## src/rtl/bfs_pkg.sv

```systemverilog
package bfs_pkg;
  localparam int CODE_W  = 4;
  localparam int CAUSE_W = 5;
  localparam int REC_W   = 32;
  localparam int CODE_LO = 22;

  // cause vector index: higher index wins a tie
  localparam int C_CFG = 4;
  localparam int C_CRC = 3;
  localparam int C_STS = 2;
  localparam int C_WDT = 1;
  localparam int C_INT = 0;

  typedef enum logic [1:0] {ST_BOOT, ST_LOAD, ST_USER, ST_WAIT} seq_st_t;

  function automatic logic [CODE_W-1:0] state_code_f(input logic img, input logic rev);
    if (rev) return img ? 4'b0011 : 4'b0101;
    else     return img ? 4'b0100 : 4'b0010;
  endfunction

  function automatic logic [CAUSE_W-1:0] cause_pick_f(input logic [CAUSE_W-1:0] v);
    logic [CAUSE_W-1:0] r;
    r = '0;
    for (int i = 0; i < CAUSE_W; i++)
      if (v[i]) r = CAUSE_W'(1) << i;
    return r;
  endfunction

  function automatic logic [REC_W-1:0] make_rec_f(input logic [CAUSE_W-1:0] c,
                                                  input logic [CODE_W-1:0] code);
    logic [REC_W-1:0] r;
    r = '0;
    r[REC_W-1 -: CAUSE_W] = c;
    r[CODE_LO +: CODE_W]  = code;
    return r;
  endfunction
endpackage

```

## src/rtl/bfs_edge_det.sv

```systemverilog
module bfs_edge_det #(
  parameter int N = 3
) (
  input  logic         clk,
  input  logic         rst_n,
  input  logic [N-1:0] in_n,
  output logic [N-1:0] fall
);
  logic [N-1:0] last_q;
  for (genvar i = 0; i < N; i++) begin : g_bit
    always_ff @(posedge clk or negedge rst_n) begin
      if (!rst_n) last_q[i] <= 1'b1;
      else        last_q[i] <= in_n[i];
    end
    assign fall[i] = last_q[i] & ~in_n[i];
  end
endmodule

```

## src/rtl/bfs_img_pick.sv

```systemverilog
module bfs_img_pick (
  input  logic fb_en,
  input  logic booted,
  input  logic sel_pin,
  input  logic ovr_en,
  input  logic ovr_img,
  output logic img
);
  always_comb begin
    if (!fb_en)                img = 1'b0;
    else if (booted && ovr_en) img = ovr_img;
    else                       img = sel_pin;
  end
endmodule

```

## src/rtl/bfs_cause_rec.sv

```systemverilog
module bfs_cause_rec
  import bfs_pkg::*;
(
  input  logic             clk,
  input  logic             rst_n,
  input  logic             we,
  input  logic [REC_W-1:0] rec_in,
  output logic [REC_W-1:0] rec_new,
  output logic [REC_W-1:0] rec_old
);
  always_ff @(posedge clk or negedge rst_n) begin
    if (!rst_n) begin
      rec_new <= '0;
      rec_old <= '0;
    end else if (we) begin
      rec_old <= rec_new;
      rec_new <= rec_in;
    end
  end

  p_cause_onehot_r7: assert property (@(posedge clk) disable iff (!rst_n)
    $onehot0(rec_new[REC_W-1 -: CAUSE_W]));
  p_hist_shift_r8: assert property (@(posedge clk) disable iff (!rst_n)
    !$stable(rec_new) |-> rec_old == $past(rec_new));
endmodule

```

## src/rtl/bfs_boot_seq.sv

```systemverilog
module bfs_boot_seq
  import bfs_pkg::*;
(
  input  logic              clk,
  input  logic              rst_n,
  input  logic              sel_pin,
  input  logic              ovr_en,
  input  logic              ovr_img,
  input  logic              auto_fallback,
  input  logic              auto_restart,
  input  logic              crc_err,
  input  logic              wdog_to,
  input  logic              ext_config_n,
  input  logic              ext_status_n,
  input  logic              int_config_n,
  input  logic              load_done,
  input  logic              load_err,
  output logic              load_req,
  output logic              img_sel,
  output logic [CODE_W-1:0] state_code,
  output logic [REC_W-1:0]  prev_rec,
  output logic [REC_W-1:0]  prev_rec_old
);
  seq_st_t            st_q;
  logic               img_q, rev_q, booted_q, err_seen_q;
  logic [CODE_W-1:0]  code_q;
  logic [2:0]         fall;
  logic               pick_img;
  logic [CAUSE_W-1:0] raw_cause, win_cause;
  logic               src_ev, err_ev, rec_we;
  logic               go_norm, go_rev, go_wait, start_load;

  bfs_edge_det #(.N(3)) u_edge (
    .clk(clk), .rst_n(rst_n),
    .in_n({ext_config_n, ext_status_n, int_config_n}),
    .fall(fall)
  );

  bfs_img_pick u_pick (
    .fb_en(auto_fallback), .booted(booted_q), .sel_pin(sel_pin),
    .ovr_en(ovr_en), .ovr_img(ovr_img), .img(pick_img)
  );

  // event detection
  logic in_load, in_user, srcs_live;
  assign in_load   = (st_q == ST_LOAD);
  assign in_user   = (st_q == ST_USER);
  assign srcs_live = (st_q != ST_BOOT);

  always_comb begin
    raw_cause        = '0;
    raw_cause[C_CFG] = srcs_live & fall[2];
    raw_cause[C_STS] = srcs_live & fall[1];
    raw_cause[C_INT] = srcs_live & fall[0];
    raw_cause[C_CRC] = (in_load & load_err) | (in_user & crc_err);
    raw_cause[C_WDT] = in_user & wdog_to;
  end

  assign win_cause = cause_pick_f(raw_cause);
  assign src_ev    = win_cause[C_CFG] | win_cause[C_STS] | win_cause[C_INT];
  assign err_ev    = win_cause[C_CRC] | win_cause[C_WDT];
  assign rec_we    = (in_load | in_user) & (src_ev | err_ev);

  // action decode
  assign go_rev     = err_ev & ~err_seen_q & auto_fallback;
  assign go_norm    = (st_q == ST_BOOT) | src_ev | (err_ev & ~go_rev & auto_restart);
  assign go_wait    = err_ev & ~go_rev & ~auto_restart;
  assign start_load = go_norm | go_rev;

  always_ff @(posedge clk or negedge rst_n) begin
    if (!rst_n) begin
      st_q       <= ST_BOOT;
      img_q      <= 1'b0;
      rev_q      <= 1'b0;
      booted_q   <= 1'b0;
      err_seen_q <= 1'b0;
      code_q     <= '0;
    end else if (go_norm) begin
      st_q     <= ST_LOAD;
      img_q    <= pick_img;
      rev_q    <= 1'b0;
      booted_q <= 1'b1;
      code_q   <= state_code_f(pick_img, 1'b0);
      if (!in_load) err_seen_q <= 1'b0;
    end else if (go_rev) begin
      st_q       <= ST_LOAD;
      img_q      <= ~img_q;
      rev_q      <= 1'b1;
      err_seen_q <= 1'b1;
      code_q     <= state_code_f(~img_q, 1'b1);
    end else if (go_wait) begin
      st_q       <= ST_WAIT;
      err_seen_q <= 1'b1;
      code_q     <= '0;
    end else if (in_load && load_done) begin
      st_q <= ST_USER;
    end
  end

  bfs_cause_rec u_rec (
    .clk(clk), .rst_n(rst_n), .we(rec_we),
    .rec_in(make_rec_f(win_cause, code_q)),
    .rec_new(prev_rec), .rec_old(prev_rec_old)
  );

  assign load_req   = in_load;
  assign img_sel    = img_q;
  assign state_code = code_q;

  p_code_legal_r3: assert property (@(posedge clk) disable iff (!rst_n)
    state_code inside {4'b0000, 4'b0010, 4'b0011, 4'b0100, 4'b0101});
  p_img_code_r3: assert property (@(posedge clk) disable iff (!rst_n)
    load_req |-> (img_sel ? state_code inside {4'b0011, 4'b0100}
                          : state_code inside {4'b0010, 4'b0101}));
  p_nofb_img0_r6: assert property (@(posedge clk) disable iff (!rst_n)
    start_load && !auto_fallback |=> !img_sel);
  p_wait_quiet_r4: assert property (@(posedge clk) disable iff (!rst_n)
    go_wait |=> !load_req && state_code == 4'b0000);
  p_rev_once_r3: assert property (@(posedge clk) disable iff (!rst_n)
    go_rev |=> img_sel != $past(img_sel));
endmodule

```

## config.mk

```make
export PLATFORM = sky130hd
export DESIGN_NAME = bfs_boot_seq
export DESIGN_NICKNAME = d
export VERILOG_FILES = /design/src/rtl/bfs_pkg.sv /design/src/rtl/bfs_edge_det.sv /design/src/rtl/bfs_img_pick.sv /design/src/rtl/bfs_cause_rec.sv /design/src/rtl/bfs_boot_seq.sv
export SDC_FILE = /design/constraint.sdc
export NUM_CORES = 1
export LEC_CHECK = 0
export BUFFER_PORTS_ARGS = -buffer_cell sky130_fd_sc_hd__buf_4
export CORE_MARGIN = 2
export CORE_UTILIZATION = 42
export CTS_CLUSTER_SIZE = 16
export DETAILED_ROUTE_END_ITERATION = 10
export GPL_TIMING_DRIVEN = 0
export PLACE_DENSITY = 0.77
export SETUP_SLACK_MARGIN = 0.02
export SYNTH_ARGS = -nofsm -noshare
export SYNTH_HDL_FRONTEND = slang
export SYNTH_SLANG_ARGS = --single-unit
```

## constraint.sdc

```tcl
create_clock -name clk -period 1.75 [get_ports clk]
set_input_delay 0.0875 -clock clk [delete_from_list [all_inputs] [get_ports clk]]
set_output_delay 0.0875 -clock clk [all_outputs]
set_load 0.1 [all_outputs]
```

==> impl_metrics.xml, run 1 <==
<?xml version="1.0" encoding="UTF-8"?>
<metrics>
  <group name="finish">
    <metric name="antenna-diode-count" unit="">0</metric>
    <metric name="finalNonFillerCells" unit="">325</metric>
    <metric name="finish.utilization" unit="%">66.8</metric>
    <metric name="num-fill-cells" unit="">307</metric>
    <metric name="most-common-layout-cells" unit="">sky130_fd_sc_hd__buf_4 (103), sky130_fd_sc_hd__conb_1 (49), sky130_fd_sc_hd__dfrtp_1 (24)</metric>
    <metric name="synthToLayoutAreaGrowth" unit="%">53.3</metric>
    <metric name="final_nets" unit="">293</metric>
    <metric name="fraction_of_layout_cells_with_a_size_suffix_above_1" unit="%">55.6</metric>
    <metric name="multi_input_area" unit="µm²">941</metric>
    <metric name="leading_cell_type_in_the_layout_fill_and_taps_excluded" unit="">sky130_fd_sc_hd__buf_4</metric>
    <metric name="sequential_cell_area" unit="µm²">679</metric>
  </group>
  <group name="floorplanning">
    <metric name="initial_utilization" unit="%">43.6</metric>
    <metric name="core-area" unit="mm²">0.00397</metric>
    <metric name="die_w" unit="µm">68.2</metric>
    <metric name="floorplan.die_area" unit="mm²">0.00465</metric>
    <metric name="floorplan.rows" unit="">23</metric>
    <metric name="die_y" unit="µm">68.2</metric>
    <metric name="top_level_ports" unit="">84</metric>
  </group>
  <group name="timing">
    <metric name="timing.final.ws_setup" unit="ps">-291</metric>
    <metric name="max_freq" unit="MHz">490</metric>
    <metric name="setup_viol_count_final" unit="">24</metric>
    <metric name="worst_slew_margin_rel" unit="%">66.0</metric>
    <metric name="report.final.hold_viol_count" unit="">0</metric>
    <metric name="timing_max_transition_violations_final" unit="">0</metric>
    <metric name="setup_repair_after_global_routing_missed_its_margin" unit="">true</metric>
    <metric name="timing.final.crit_share" unit="%">117</metric>
    <metric name="period_minus_slack" unit="ps">2040</metric>
    <metric name="tns" unit="ps">-5930</metric>
    <metric name="fin_skew" unit="ps">8.49</metric>
    <metric name="worstMarginPinSlew" unit="ps">508</metric>
  </group>
  <group name="placed_design">
    <metric name="port_buffers" unit="">34</metric>
    <metric name="place_congestion" unit="">0.756</metric>
    <metric name="post-place-cells" unit="">294</metric>
    <metric name="detailed_place_hpwl" unit="µm">2470</metric>
  </group>
  <group name="routing">
    <metric name="antenna_violating_nets_post_route" unit="">0</metric>
    <metric name="wl_per_cell" unit="µm">12.5</metric>
    <metric name="dr_total_vias" unit="">1420</metric>
    <metric name="wirelength" unit="µm">4070</metric>
    <metric name="detailedRoute.firstPassIterationCount" unit="">4</metric>
    <metric name="route.detailed.drc" unit="">0</metric>
    <metric name="via_per_inst" unit="">4.37</metric>
    <metric name="drtIter0Drc" unit="">55</metric>
  </group>
  <group name="synthesis">
    <metric name="main_area_contributors_after_synthesis" unit="">sky130_fd_sc_hd__dfrtp_1 (35%), sky130_fd_sc_hd__buf_4 (23%), sky130_fd_sc_hd__mux2_4 (6.9%)</metric>
    <metric name="post_synth_and_or_nand_nor_area_fraction" unit="%">10.0</metric>
    <metric name="synth_area" unit="mm²">0.00173</metric>
    <metric name="yosysUniqueCellTypes" unit="">39</metric>
    <metric name="synthAdderAreaFrac" unit="%">2.17</metric>
    <metric name="synth-seq-cells" unit="">27</metric>
    <metric name="netlist.top_cell.by_area" unit="">sky130_fd_sc_hd__dfrtp_1</metric>
    <metric name="netlist_instances" unit="">162</metric>
    <metric name="yosysSeqAreaShare" unit="%">39.2</metric>
    <metric name="synth.mux.area_fraction" unit="%">10.8</metric>
    <metric name="syn_avg_cell_area" unit="µm²">10.7</metric>
    <metric name="post-synth-top-area-fraction" unit="%">34.7</metric>
    <metric name="synth-compound-area-share" unit="%">12.6</metric>
    <metric name="combinational_family_with_the_most_area_after_synthesis" unit="">buffers and inverters</metric>
    <metric name="yosys.area_share.xor_xnor" unit="%">0</metric>
    <metric name="yosysWarnings" unit="">0</metric>
  </group>
  <group name="power">
    <metric name="power.share.clock" unit="%">6.8</metric>
    <metric name="combinationalPowerShare" unit="%">74.0</metric>
    <metric name="power.internal" unit="W">0.00226</metric>
    <metric name="pwr_density_cell" unit="mW/mm²">1960</metric>
    <metric name="sw_ratio" unit="%">56.5</metric>
    <metric name="p_seq_share" unit="%">19.2</metric>
    <metric name="power.static_leakage" unit="nW">1.42</metric>
    <metric name="p_sw" unit="W">0.00294</metric>
    <metric name="maximum_vdd_drop" unit="V">0.000626</metric>
  </group>
  <group name="job">
    <metric name="max_cap_violations" unit="">0</metric>
  </group>
  <group name="cts">
    <metric name="clock_insertion_delay_worst_skew" unit="ps">280</metric>
    <metric name="ctsHtreeMaxLevel" unit="">1</metric>
    <metric name="clock_sink_count" unit="">27</metric>
    <metric name="cts.root.buffer_cell" unit="">sky130_fd_sc_hd__clkbuf_8</metric>
    <metric name="max-clock-path-buffers" unit="">2</metric>
    <metric name="numCtsBuffers" unit="">3</metric>
    <metric name="clock_tree_from_tritoncts" unit="">yes</metric>
    <metric name="clk_pin_slew_worst_paths" unit="ps">90</metric>
  </group>
  <group name="global_route">
    <metric name="maximum_number_of_pins_on_one_net_before_global_route_repair" unit="">28</metric>
    <metric name="global_route.overflow_total" unit="">0</metric>
    <metric name="grt_pass1_wl" unit="µm">5310</metric>
    <metric name="grt_antenna_before_repair" unit="">0</metric>
    <metric name="aggregate_global_route_resource_usage" unit="%">15.2</metric>
    <metric name="first_global_vias" unit="">1207</metric>
  </group>
  <group name="run_status">
    <metric name="violated_checks" unit="">negative setup slack</metric>
    <metric name="run_status" unit="">finished, violations left</metric>
  </group>
  <group name="critical_path">
    <metric name="worst-setup-path-type" unit="">flop to flop</metric>
    <metric name="arrival" unit="ps">2210</metric>
    <metric name="path_max_fanout" unit="">5</metric>
    <metric name="crit_path_start_kind" unit="">flop</metric>
    <metric name="cp-end-kind" unit="">flop</metric>
    <metric name="cp_data_required_time" unit="ps">1920</metric>
  </group>
  <group name="hold_path">
    <metric name="class_of_the_tightest_hold_or_removal_check" unit="">primary input to flop</metric>
  </group>
</metrics>
-- layout make-up --
type	instances	area share, %
timing repair buffer	61	18.5
clock buffer	4	1.70
inverter	2	0.283
tap	50	2.36
sequential	27	25.6
multi-input combinational	126	35.5
buffer	55	16.1
-- stage by stage --
| stage | area, µm² | power, W | hold WS [ps] | setup slack [ps] |
|---|---|---|---|---|
| final | 2650 | 0.00519 | 98.3 | -291 |
| after global placement | 2240 | 0.00418 | 14.6 | -412 |
| after floorplan | 1920 | 0.00372 | -208 | -348 |
| after detailed placement | 2240 | 0.00421 | 17.2 | -436 |
| after global routing | 2650 | 0.00539 | 96.9 | -369 |
| after CTS | 2540 | 0.00490 | 92.9 | -207 |
-- worst paths after layout --
| path | from | end | slack, ps | cells past startpoint |
|---|---|---|---|---|
| max | st_q[1] | u_rec.rec_new[29] | -290 | 10 |
| min | auto_restart | booted_q | 100 | 3 |
| max reg2reg | st_q[1] | u_rec.rec_new[29] | -290 | 10 |
| min reg2reg | booted_q | booted_q | 490 | 1 |
| max in group asynchronous | rst_n | u_edge.last_q[2] | 1210 | 2 |
| min in group asynchronous | rst_n | u_rec.rec_old[27] | 250 | 2 |
-- worst max-delay path, cell delays in order (launching register included) --
cell                      delay, ps
sky130_fd_sc_hd__dfrtp_1        410
sky130_fd_sc_hd__inv_2           90
sky130_fd_sc_hd__ha_4           170
sky130_fd_sc_hd__a22oi_2        230
sky130_fd_sc_hd__buf_6          150
sky130_fd_sc_hd__nor3_4          40
sky130_fd_sc_hd__a31oi_4        160
sky130_fd_sc_hd__o21ai_2         90
sky130_fd_sc_hd__buf_4          150
sky130_fd_sc_hd__buf_6          130
sky130_fd_sc_hd__mux2_4         300
-- flip-flops by register name, indices dropped and copies added, names as in the netlist --
name,cells
img_sel,1
st_q,2
u_rec.rec_new,8
u_edge.last_q,3
booted_q,1
state_code,3
err_seen_q,1
u_rec.rec_old,8
-- synthesized netlist by cell type --
library cell,n
sky130_fd_sc_hd__a211o_1,1
sky130_fd_sc_hd__a21boi_0,1
sky130_fd_sc_hd__a21o_1,2
sky130_fd_sc_hd__a21oi_1,3
sky130_fd_sc_hd__a21oi_2,1
sky130_fd_sc_hd__a21oi_4,1
sky130_fd_sc_hd__a22o_1,2
sky130_fd_sc_hd__a22oi_2,1
sky130_fd_sc_hd__a31oi_1,3
sky130_fd_sc_hd__a31oi_2,1
sky130_fd_sc_hd__a32o_1,1
sky130_fd_sc_hd__and2_1,1
sky130_fd_sc_hd__and3_1,2
sky130_fd_sc_hd__buf_4,52
sky130_fd_sc_hd__buf_6,3
sky130_fd_sc_hd__conb_1,1
sky130_fd_sc_hd__dfrtp_1,24
sky130_fd_sc_hd__dfstp_2,3
sky130_fd_sc_hd__ha_1,3
sky130_fd_sc_hd__inv_1,2
sky130_fd_sc_hd__mux2_2,6
sky130_fd_sc_hd__mux2_4,8
sky130_fd_sc_hd__nand2_1,4
sky130_fd_sc_hd__nand2b_1,4
sky130_fd_sc_hd__nand3_1,3
sky130_fd_sc_hd__nor2_1,5
sky130_fd_sc_hd__nor2b_1,2
sky130_fd_sc_hd__nor3_1,6
sky130_fd_sc_hd__nor3b_1,2
sky130_fd_sc_hd__nor4_1,1
sky130_fd_sc_hd__o211ai_1,1
sky130_fd_sc_hd__o21a_1,2
sky130_fd_sc_hd__o21ai_0,3
sky130_fd_sc_hd__o21ai_2,1
sky130_fd_sc_hd__o21bai_1,1
sky130_fd_sc_hd__o22ai_1,2
sky130_fd_sc_hd__o2bb2ai_1,1
sky130_fd_sc_hd__or2_2,1
sky130_fd_sc_hd__or3b_4,1
-- what timing repair did --
| item | in CTS | in global routing |
|---|---|---|
| gates resized for setup | 25 | 11 |
| hold endpoints to repair | 30 | 0 |
| endpoints found under the setup margin | 24 | 24 |
| hold buffers | 4 | 0 |
| cloned | 1 | 0 |
| buffers inserted | 14 | 9 |
| pin swaps | 12 | 7 |
-- kinds of logic after synthesis --
| kind of cell | Yosys count |
|---|---|
| AOI/OAI and AO/OA | 28 |
| adders and majority gates | 3 |
| buffers and inverters | 57 |
| DFF | 27 |
| muxes | 14 |
| other | 1 |
| and+or+nand+nor | 32 |
-- layer usage --
layer	share of wire [%]	track usage (%)	vias up
li1	-	-	683
met1	38	16.3	646
met2	50	27.9	76
met3	8.1	2.63	15
met4	3.9	8.50	0
met5	0	0	-
-- power groups by stage --
stage,Clock (W),Sequential [W],Combinational [W]
after floorplan,0,0.00199,0.00173
after global placement,0,0.000979,0.00320
after detailed placement,0,0.000989,0.00322
after CTS,0.000365,0.000986,0.00355
after global routing,0.000386,0.00102,0.00398
final,0.000355,0.000997,0.00384
Note: power is estimated with default switching activity, not from simulation.
==> run 2: changes to the inputs <==
Settings changed: ABC_AREA set to 1, CORE_UTILIZATION 42 to 41, PLACE_DENSITY 0.77 to 0.76.
==> impl_metrics.xml, run 2 <==
<?xml version="1.0" encoding="UTF-8"?>
<metrics>
  <group name="run_status">
    <metric name="run_status" unit="">finished, violations left</metric>
    <metric name="violated_checks" unit="">negative setup slack</metric>
  </group>
  <group name="cts">
    <metric name="max-clock-path-buffers" unit="">2</metric>
    <metric name="clock_insertion_delay_worst_skew" unit="ps">280</metric>
    <metric name="ctsHtreeMaxLevel" unit="">1</metric>
    <metric name="clock_sink_count" unit="">27</metric>
    <metric name="numCtsBuffers" unit="">3</metric>
    <metric name="clock_tree_from_tritoncts" unit="">yes</metric>
    <metric name="clk_pin_slew_worst_paths" unit="ps">90</metric>
    <metric name="cts.root.buffer_cell" unit="">sky130_fd_sc_hd__clkbuf_8</metric>
  </group>
  <group name="finish">
    <metric name="most-common-layout-cells" unit="">sky130_fd_sc_hd__buf_4 (96), sky130_fd_sc_hd__conb_1 (49), sky130_fd_sc_hd__dfrtp_1 (24)</metric>
    <metric name="final_nets" unit="">312</metric>
    <metric name="finalNonFillerCells" unit="">344</metric>
    <metric name="design_area" unit="mm²">0.00256</metric>
    <metric name="fraction_of_layout_cells_with_a_size_suffix_above_1" unit="%">54.4</metric>
    <metric name="synthToLayoutAreaGrowth" unit="%">50.3</metric>
    <metric name="antenna-diode-count" unit="">0</metric>
    <metric name="reg.largest.list" unit="">u_rec.rec_new x8, u_rec.rec_old x8</metric>
    <metric name="leading_cell_type_in_the_layout_fill_and_taps_excluded" unit="">sky130_fd_sc_hd__buf_4</metric>
  </group>
  <group name="routing">
    <metric name="wl_per_cell" unit="µm">9.64</metric>
    <metric name="wirelength" unit="µm">3320</metric>
    <metric name="antenna_violating_nets_post_route" unit="">0</metric>
    <metric name="detailedRoute.firstPassIterationCount" unit="">4</metric>
    <metric name="route.detailed.drc" unit="">0</metric>
    <metric name="dr_total_vias" unit="">1364</metric>
    <metric name="via_per_inst" unit="">3.97</metric>
    <metric name="drtIter0Drc" unit="">48</metric>
  </group>
  <group name="synthesis">
    <metric name="combinational_family_with_the_most_area_after_synthesis" unit="">buffers and inverters</metric>
    <metric name="synth-seq-cells" unit="">27</metric>
    <metric name="yosysUniqueCellTypes" unit="">34</metric>
    <metric name="synth_async_sr_flop_share" unit="%">100</metric>
    <metric name="main_area_contributors_after_synthesis" unit="">sky130_fd_sc_hd__dfrtp_1 (35%), sky130_fd_sc_hd__buf_4 (23%), sky130_fd_sc_hd__nand2_1 (6.6%)</metric>
    <metric name="yosys.area_share.xor_xnor" unit="%">0</metric>
    <metric name="post-synth-top-area-fraction" unit="%">35.2</metric>
    <metric name="netlist.top_cell.by_area" unit="">sky130_fd_sc_hd__dfrtp_1</metric>
    <metric name="yosys-top-cells-count" unit="">sky130_fd_sc_hd__buf_4 (52), sky130_fd_sc_hd__nand2_1 (30), sky130_fd_sc_hd__dfrtp_1 (24)</metric>
    <metric name="number_of_enable_type_register_cells_in_the_synthesized_netlist" unit="">0</metric>
    <metric name="yosysWarnings" unit="">0</metric>
    <metric name="synthAdderAreaFrac" unit="%">2.20</metric>
    <metric name="syn_avg_cell_area" unit="µm²">8.84</metric>
    <metric name="postSynth.topFlopCell" unit="">sky130_fd_sc_hd__dfrtp_1</metric>
    <metric name="netlist_instances" unit="">193</metric>
    <metric name="synth_area" unit="mm²">0.00171</metric>
    <metric name="synth_most_common_cell" unit="">sky130_fd_sc_hd__buf_4</metric>
    <metric name="synth-compound-area-share" unit="%">9.53</metric>
    <metric name="post_synth_and_or_nand_nor_area_fraction" unit="%">18.1</metric>
    <metric name="yosysSeqAreaShare" unit="%">39.8</metric>
    <metric name="synth.mux.area_fraction" unit="%">0</metric>
  </group>
  <group name="placed_design">
    <metric name="detailed_place_hpwl" unit="µm">2370</metric>
    <metric name="dpl_cell_area" unit="mm²">0.00223</metric>
    <metric name="place_congestion" unit="">0.831</metric>
    <metric name="port_buffers" unit="">34</metric>
    <metric name="detailedPlace.worstSlack" unit="ps">-172</metric>
    <metric name="post-place-cells" unit="">325</metric>
  </group>
  <group name="floorplanning">
    <metric name="die_w" unit="µm">68.5</metric>
    <metric name="die_y" unit="µm">68.5</metric>
    <metric name="initial_utilization" unit="%">42.7</metric>
    <metric name="core-area" unit="mm²">0.00400</metric>
    <metric name="floorplan.rows" unit="">23</metric>
    <metric name="floorplan.die_area" unit="mm²">0.00469</metric>
    <metric name="top_level_ports" unit="">84</metric>
  </group>
  <group name="timing">
    <metric name="timing.final.crit_share" unit="%">101</metric>
    <metric name="setup_repair_after_global_routing_missed_its_margin" unit="">true</metric>
    <metric name="timing_max_transition_violations_final" unit="">0</metric>
    <metric name="timing.final.ws_setup" unit="ps">-12.2</metric>
    <metric name="max_freq" unit="MHz">567</metric>
    <metric name="period_minus_slack" unit="ps">1760</metric>
    <metric name="tns" unit="ps">-12.2</metric>
    <metric name="setup_viol_count_final" unit="">1</metric>
    <metric name="fin_skew" unit="ps">5.09</metric>
    <metric name="report.final.hold_viol_count" unit="">0</metric>
  </group>
  <group name="job">
    <metric name="max_cap_violations" unit="">0</metric>
  </group>
  <group name="global_route">
    <metric name="aggregate_global_route_resource_usage" unit="%">13.3</metric>
    <metric name="first_global_vias" unit="">1102</metric>
    <metric name="maximum_number_of_pins_on_one_net_before_global_route_repair" unit="">28</metric>
    <metric name="grt_antenna_before_repair" unit="">0</metric>
    <metric name="grt_pass1_wl" unit="µm">4700</metric>
    <metric name="global_route.overflow_total" unit="">0</metric>
  </group>
  <group name="critical_path">
    <metric name="crit_path_start_kind" unit="">flop</metric>
    <metric name="cpMaxStageDelayCell" unit="">sky130_fd_sc_hd__dfrtp_1</metric>
    <metric name="cp-end-kind" unit="">flop</metric>
    <metric name="worst-setup-path-type" unit="">flop to flop</metric>
    <metric name="cp_data_required_time" unit="ps">1920</metric>
    <metric name="path_max_fanout" unit="">6</metric>
    <metric name="timing.rr.end" unit="">state_code[1]</metric>
    <metric name="cp_cell_sequence" unit="">inv_2 &gt; ha_4 &gt; nand2_1 &gt; nand2_4 &gt; inv_2 &gt; a21oi_4 &gt; nand3_4 &gt; nand2_4 &gt; inv_4 &gt; nand2_4 &gt; nand3_2</metric>
    <metric name="path_depth" unit="">11</metric>
    <metric name="cpLargestDelayFamily" unit="">simple AND/OR/NAND/NOR gates</metric>
    <metric name="reg2reg_slack" unit="ps">-10</metric>
    <metric name="cpMostUsedCell" unit="">sky130_fd_sc_hd__nand2_4</metric>
    <metric name="max_stage_delay" unit="ps">410</metric>
    <metric name="worst_r2r_path_depth" unit="">11</metric>
    <metric name="worstPathBufferInverterCount" unit="">3</metric>
    <metric name="arrival" unit="ps">1930</metric>
    <metric name="r2r_start" unit="">st_q[0]</metric>
  </group>
  <group name="hold_path">
    <metric name="min_from" unit="">load_done</metric>
    <metric name="hold_path_end" unit="">st_q[0]</metric>
    <metric name="class_of_the_tightest_hold_or_removal_check" unit="">primary input to flop</metric>
    <metric name="hold_path_depth" unit="">4</metric>
  </group>
</metrics>
## run 2: changes by cell type after synthesis, sizes merged, moves of 3 or more
cell,before,now
nor2,5,9
nand2b,4,0
mux2,14,0
o21ai,4,14
nand3,3,8
inv,2,24
nand2,4,34
nand4,0,3
nor3,6,2
a31oi,4,0
## run 2: routing by layer
layer  vias to the layer above  global-route usage, %  routed length (µm)
met2                        51                   22.1                1680
met1                       598                   16.6                1360
met4                         0                   4.00                  41
li1                        708                      -                   -
met3                         7                   3.90                 237
met5                         -                      0                   0
## run 2: cells by family after synthesis
kind of cell / Yosys count
AOI/OAI and AO/OA: 23
adders and majority gates: 3
buffers and inverters: 79
DFF: 27
other: 1
and+or+nand+nor: 60
## run 2: worst max-delay path by stage
stage          startpoint  slack (ps)            end
6_report          st_q[0]         -10  state_code[1]
5_1_grt           st_q[0]         -90  state_code[1]
4_1_cts           st_q[1]          20        img_sel
3_5_place_dp      st_q[0]        -170        img_sel
3_3_place_gp      st_q[0]        -120  state_code[1]
2_1_floorplan     st_q[1]         -20       booted_q
## run 2: worst min-delay path, delay by kind of cell
| family | cells | cell delay [ps] |
|---|---|---|
| AOI/OAI and AO/OA | 1 | 80 |
| buffers and inverters | 2 | 130 |
| and+or+nand+nor | 1 | 40 |
## run 2: cell type report
cell class	count	area, µm²
buffer	55	424
clock inverter	1	7.51
sequential	27	679
multi-input combinational	135	876
tap	50	62.6
inverter	24	92.6
clock buffer	3	41.3
timing repair buffer	49	382
fill	347	1440
## run 2: stage by stage
step,hold WS [ps],util [%]
detailed placement,18.5,55.7
global route,109,64.1
finish,112,64.1
global placement,14.1,55.7
floorplan,-208,-
CTS,106,58.8
## run 2: what timing repair did
action | in CTS | in global routing
setup buffers | 3 | 5
pin swaps | 5 | 15
endpoints found under the hold margin | 30 | 0
setup endpoints to repair | 24 | 24
gates resized for setup | 3 | 46
gates cloned | 0 | 3
hold buffers | 4 | 0
Power of run 2 is left out: the tool's default activity adds up to more than one toggle a clock period on the data nets, which glitch-free logic cannot reach.
==> run 3: changes to the inputs <==
Settings changed: RECOVER_POWER set to 25.
==> impl_metrics.xml, run 3 (same netlist as run 2, synthesis figures left out) <==
<?xml version="1.0" encoding="UTF-8"?>
<metrics>
  <group name="run_status">
    <metric name="run_status" unit="">finished, violations left</metric>
    <metric name="violated_checks" unit="">negative setup slack</metric>
  </group>
  <group name="global_route">
    <metric name="grt_pass1_wl" unit="µm">4700</metric>
    <metric name="first_global_vias" unit="">1102</metric>
    <metric name="grt_antenna_before_repair" unit="">0</metric>
    <metric name="aggregate_global_route_resource_usage" unit="%">13.3</metric>
    <metric name="maximum_number_of_pins_on_one_net_before_global_route_repair" unit="">28</metric>
    <metric name="global_route.overflow_total" unit="">0</metric>
  </group>
  <group name="placed_design">
    <metric name="detailed_place_hpwl" unit="µm">2370</metric>
    <metric name="port_buffers" unit="">34</metric>
    <metric name="post-place-cells" unit="">325</metric>
    <metric name="place_congestion" unit="">0.831</metric>
  </group>
  <group name="timing">
    <metric name="final.hold.worst_slack" unit="ps">111</metric>
    <metric name="worst_slew_margin_rel" unit="%">55.2</metric>
    <metric name="worstMarginPinSlew" unit="ps">672</metric>
    <metric name="period_minus_slack" unit="ps">1760</metric>
    <metric name="setup_repair_after_global_routing_missed_its_margin" unit="">true</metric>
    <metric name="timing.final.ws_setup" unit="ps">-12.2</metric>
    <metric name="report.final.hold_viol_count" unit="">0</metric>
    <metric name="setup_viol_count_final" unit="">1</metric>
    <metric name="timing_max_transition_violations_final" unit="">0</metric>
    <metric name="timing.final.crit_share" unit="%">101</metric>
    <metric name="fin_skew" unit="ps">4.81</metric>
    <metric name="max_freq" unit="MHz">567</metric>
    <metric name="tns" unit="ps">-12.2</metric>
  </group>
  <group name="critical_path">
    <metric name="timing.rr.end" unit="">state_code[1]</metric>
    <metric name="reg2reg_slack" unit="ps">-10</metric>
    <metric name="crit_path_start_kind" unit="">flop</metric>
    <metric name="arrival" unit="ps">1930</metric>
    <metric name="cp_data_required_time" unit="ps">1920</metric>
    <metric name="worst-setup-path-type" unit="">flop to flop</metric>
    <metric name="r2r_start" unit="">st_q[0]</metric>
    <metric name="path_max_fanout" unit="">6</metric>
    <metric name="worst_r2r_path_depth" unit="">11</metric>
    <metric name="cp-end-kind" unit="">flop</metric>
  </group>
  <group name="floorplanning">
    <metric name="core-area" unit="mm²">0.00400</metric>
    <metric name="die_y" unit="µm">68.5</metric>
    <metric name="floorplan.die_area" unit="mm²">0.00469</metric>
    <metric name="floorplan.rows" unit="">23</metric>
    <metric name="top_level_ports" unit="">84</metric>
    <metric name="initial_utilization" unit="%">42.7</metric>
    <metric name="die_w" unit="µm">68.5</metric>
  </group>
  <group name="finish">
    <metric name="sequential_cell_area" unit="µm²">679</metric>
    <metric name="num-fill-cells" unit="">349</metric>
    <metric name="multi_input_area" unit="µm²">876</metric>
    <metric name="fraction_of_layout_cells_with_a_size_suffix_above_1" unit="%">54.1</metric>
    <metric name="finalNonFillerCells" unit="">344</metric>
    <metric name="leading_cell_type_in_the_layout_fill_and_taps_excluded" unit="">sky130_fd_sc_hd__buf_4</metric>
    <metric name="most-common-layout-cells" unit="">sky130_fd_sc_hd__buf_4 (93), sky130_fd_sc_hd__conb_1 (49), sky130_fd_sc_hd__dfrtp_1 (24)</metric>
    <metric name="final_nets" unit="">312</metric>
    <metric name="synthToLayoutAreaGrowth" unit="%">49.9</metric>
    <metric name="reg.largest.list" unit="">u_rec.rec_new x8, u_rec.rec_old x8</metric>
    <metric name="finish.utilization" unit="%">64.0</metric>
    <metric name="antenna-diode-count" unit="">0</metric>
  </group>
  <group name="cts">
    <metric name="clk_pin_slew_worst_paths" unit="ps">90</metric>
    <metric name="max-clock-path-buffers" unit="">2</metric>
    <metric name="clock_insertion_delay_worst_skew" unit="ps">280</metric>
    <metric name="cts.root.buffer_cell" unit="">sky130_fd_sc_hd__clkbuf_8</metric>
    <metric name="clock_tree_from_tritoncts" unit="">yes</metric>
    <metric name="numCtsBuffers" unit="">3</metric>
    <metric name="clock_sink_count" unit="">27</metric>
    <metric name="ctsHtreeMaxLevel" unit="">1</metric>
  </group>
  <group name="routing">
    <metric name="drtIter0Drc" unit="">48</metric>
    <metric name="antenna_violating_nets_post_route" unit="">0</metric>
    <metric name="wirelength" unit="µm">3310</metric>
    <metric name="dr_total_vias" unit="">1367</metric>
    <metric name="detailedRoute.firstPassIterationCount" unit="">4</metric>
    <metric name="route.detailed.drc" unit="">0</metric>
    <metric name="wl_per_cell" unit="µm">9.62</metric>
    <metric name="via_per_inst" unit="">3.97</metric>
  </group>
  <group name="hold_path">
    <metric name="hold_path_depth" unit="">4</metric>
    <metric name="class_of_the_tightest_hold_or_removal_check" unit="">primary input to flop</metric>
    <metric name="min_from" unit="">load_done</metric>
    <metric name="hold_path_end" unit="">st_q[0]</metric>
  </group>
  <group name="job">
    <metric name="max_cap_violations" unit="">0</metric>
  </group>
</metrics>
## run 3: how the worst max path moves through the flow
stage	endpoint	slack, ps	cells past startpoint	startpoint
floorplan	booted_q	-20	10	st_q[1]
global placement	state_code[1]	-120	11	st_q[0]
detailed placement	img_sel	-170	11	st_q[0]
CTS	img_sel	20	11	st_q[1]
global route	state_code[1]	-90	10	st_q[0]
finish	state_code[1]	-10	11	st_q[0]
## run 3: final cells by class
| class | instances | share of cell area, % |
|---|---|---|
| buffer | 55 | 16.6 |
| clock buffer | 3 | 1.61 |
| clock inverter | 1 | 0.293 |
| inverter | 24 | 3.62 |
| multi-input combinational | 135 | 34.2 |
| sequential | 27 | 26.6 |
| tap | 50 | 2.44 |
| timing repair buffer | 49 | 14.7 |
## run 3: per-stage QoR
stage               instance area (µm²)  setup slack (ps)
finish                             2560             -12.2
global route                       2560             -94.6
CTS                                2350              23.2
detailed placement                 2230              -172
global placement                   2230              -125
floorplan                          1910             -16.2
## run 3: worst max-delay path, cell delays in order (launching register included)
cell	delay (ps)
sky130_fd_sc_hd__dfrtp_1	410
sky130_fd_sc_hd__inv_2	120
sky130_fd_sc_hd__ha_4	160
sky130_fd_sc_hd__nand2_1	80
sky130_fd_sc_hd__nand2_4	100
sky130_fd_sc_hd__inv_2	70
sky130_fd_sc_hd__a21oi_4	240
sky130_fd_sc_hd__nand3_4	150
sky130_fd_sc_hd__nand2_4	140
sky130_fd_sc_hd__inv_4	50
sky130_fd_sc_hd__nand2_4	60
sky130_fd_sc_hd__nand3_2	70
## run 3: routing by layer
metal / track usage (%) / vias up / share of wire [%]
met5: 0 / - / 0
met2: 22.1 / 51 / 51
met4: 4.00 / 0 / 1.2
met3: 3.90 / 7 / 7.2
li1: - / 708 / -
met1: 16.6 / 601 / 41
## run 3: what timing repair did
action,in CTS,in global routing
cloned,0,3
hold buffers,4,0
setup endpoints to repair,24,24
pin swaps,5,15
setup buffers,3,5
endpoints found under the hold margin,30,0
resized for setup,3,46
Power of run 3 is left out for the same reason.
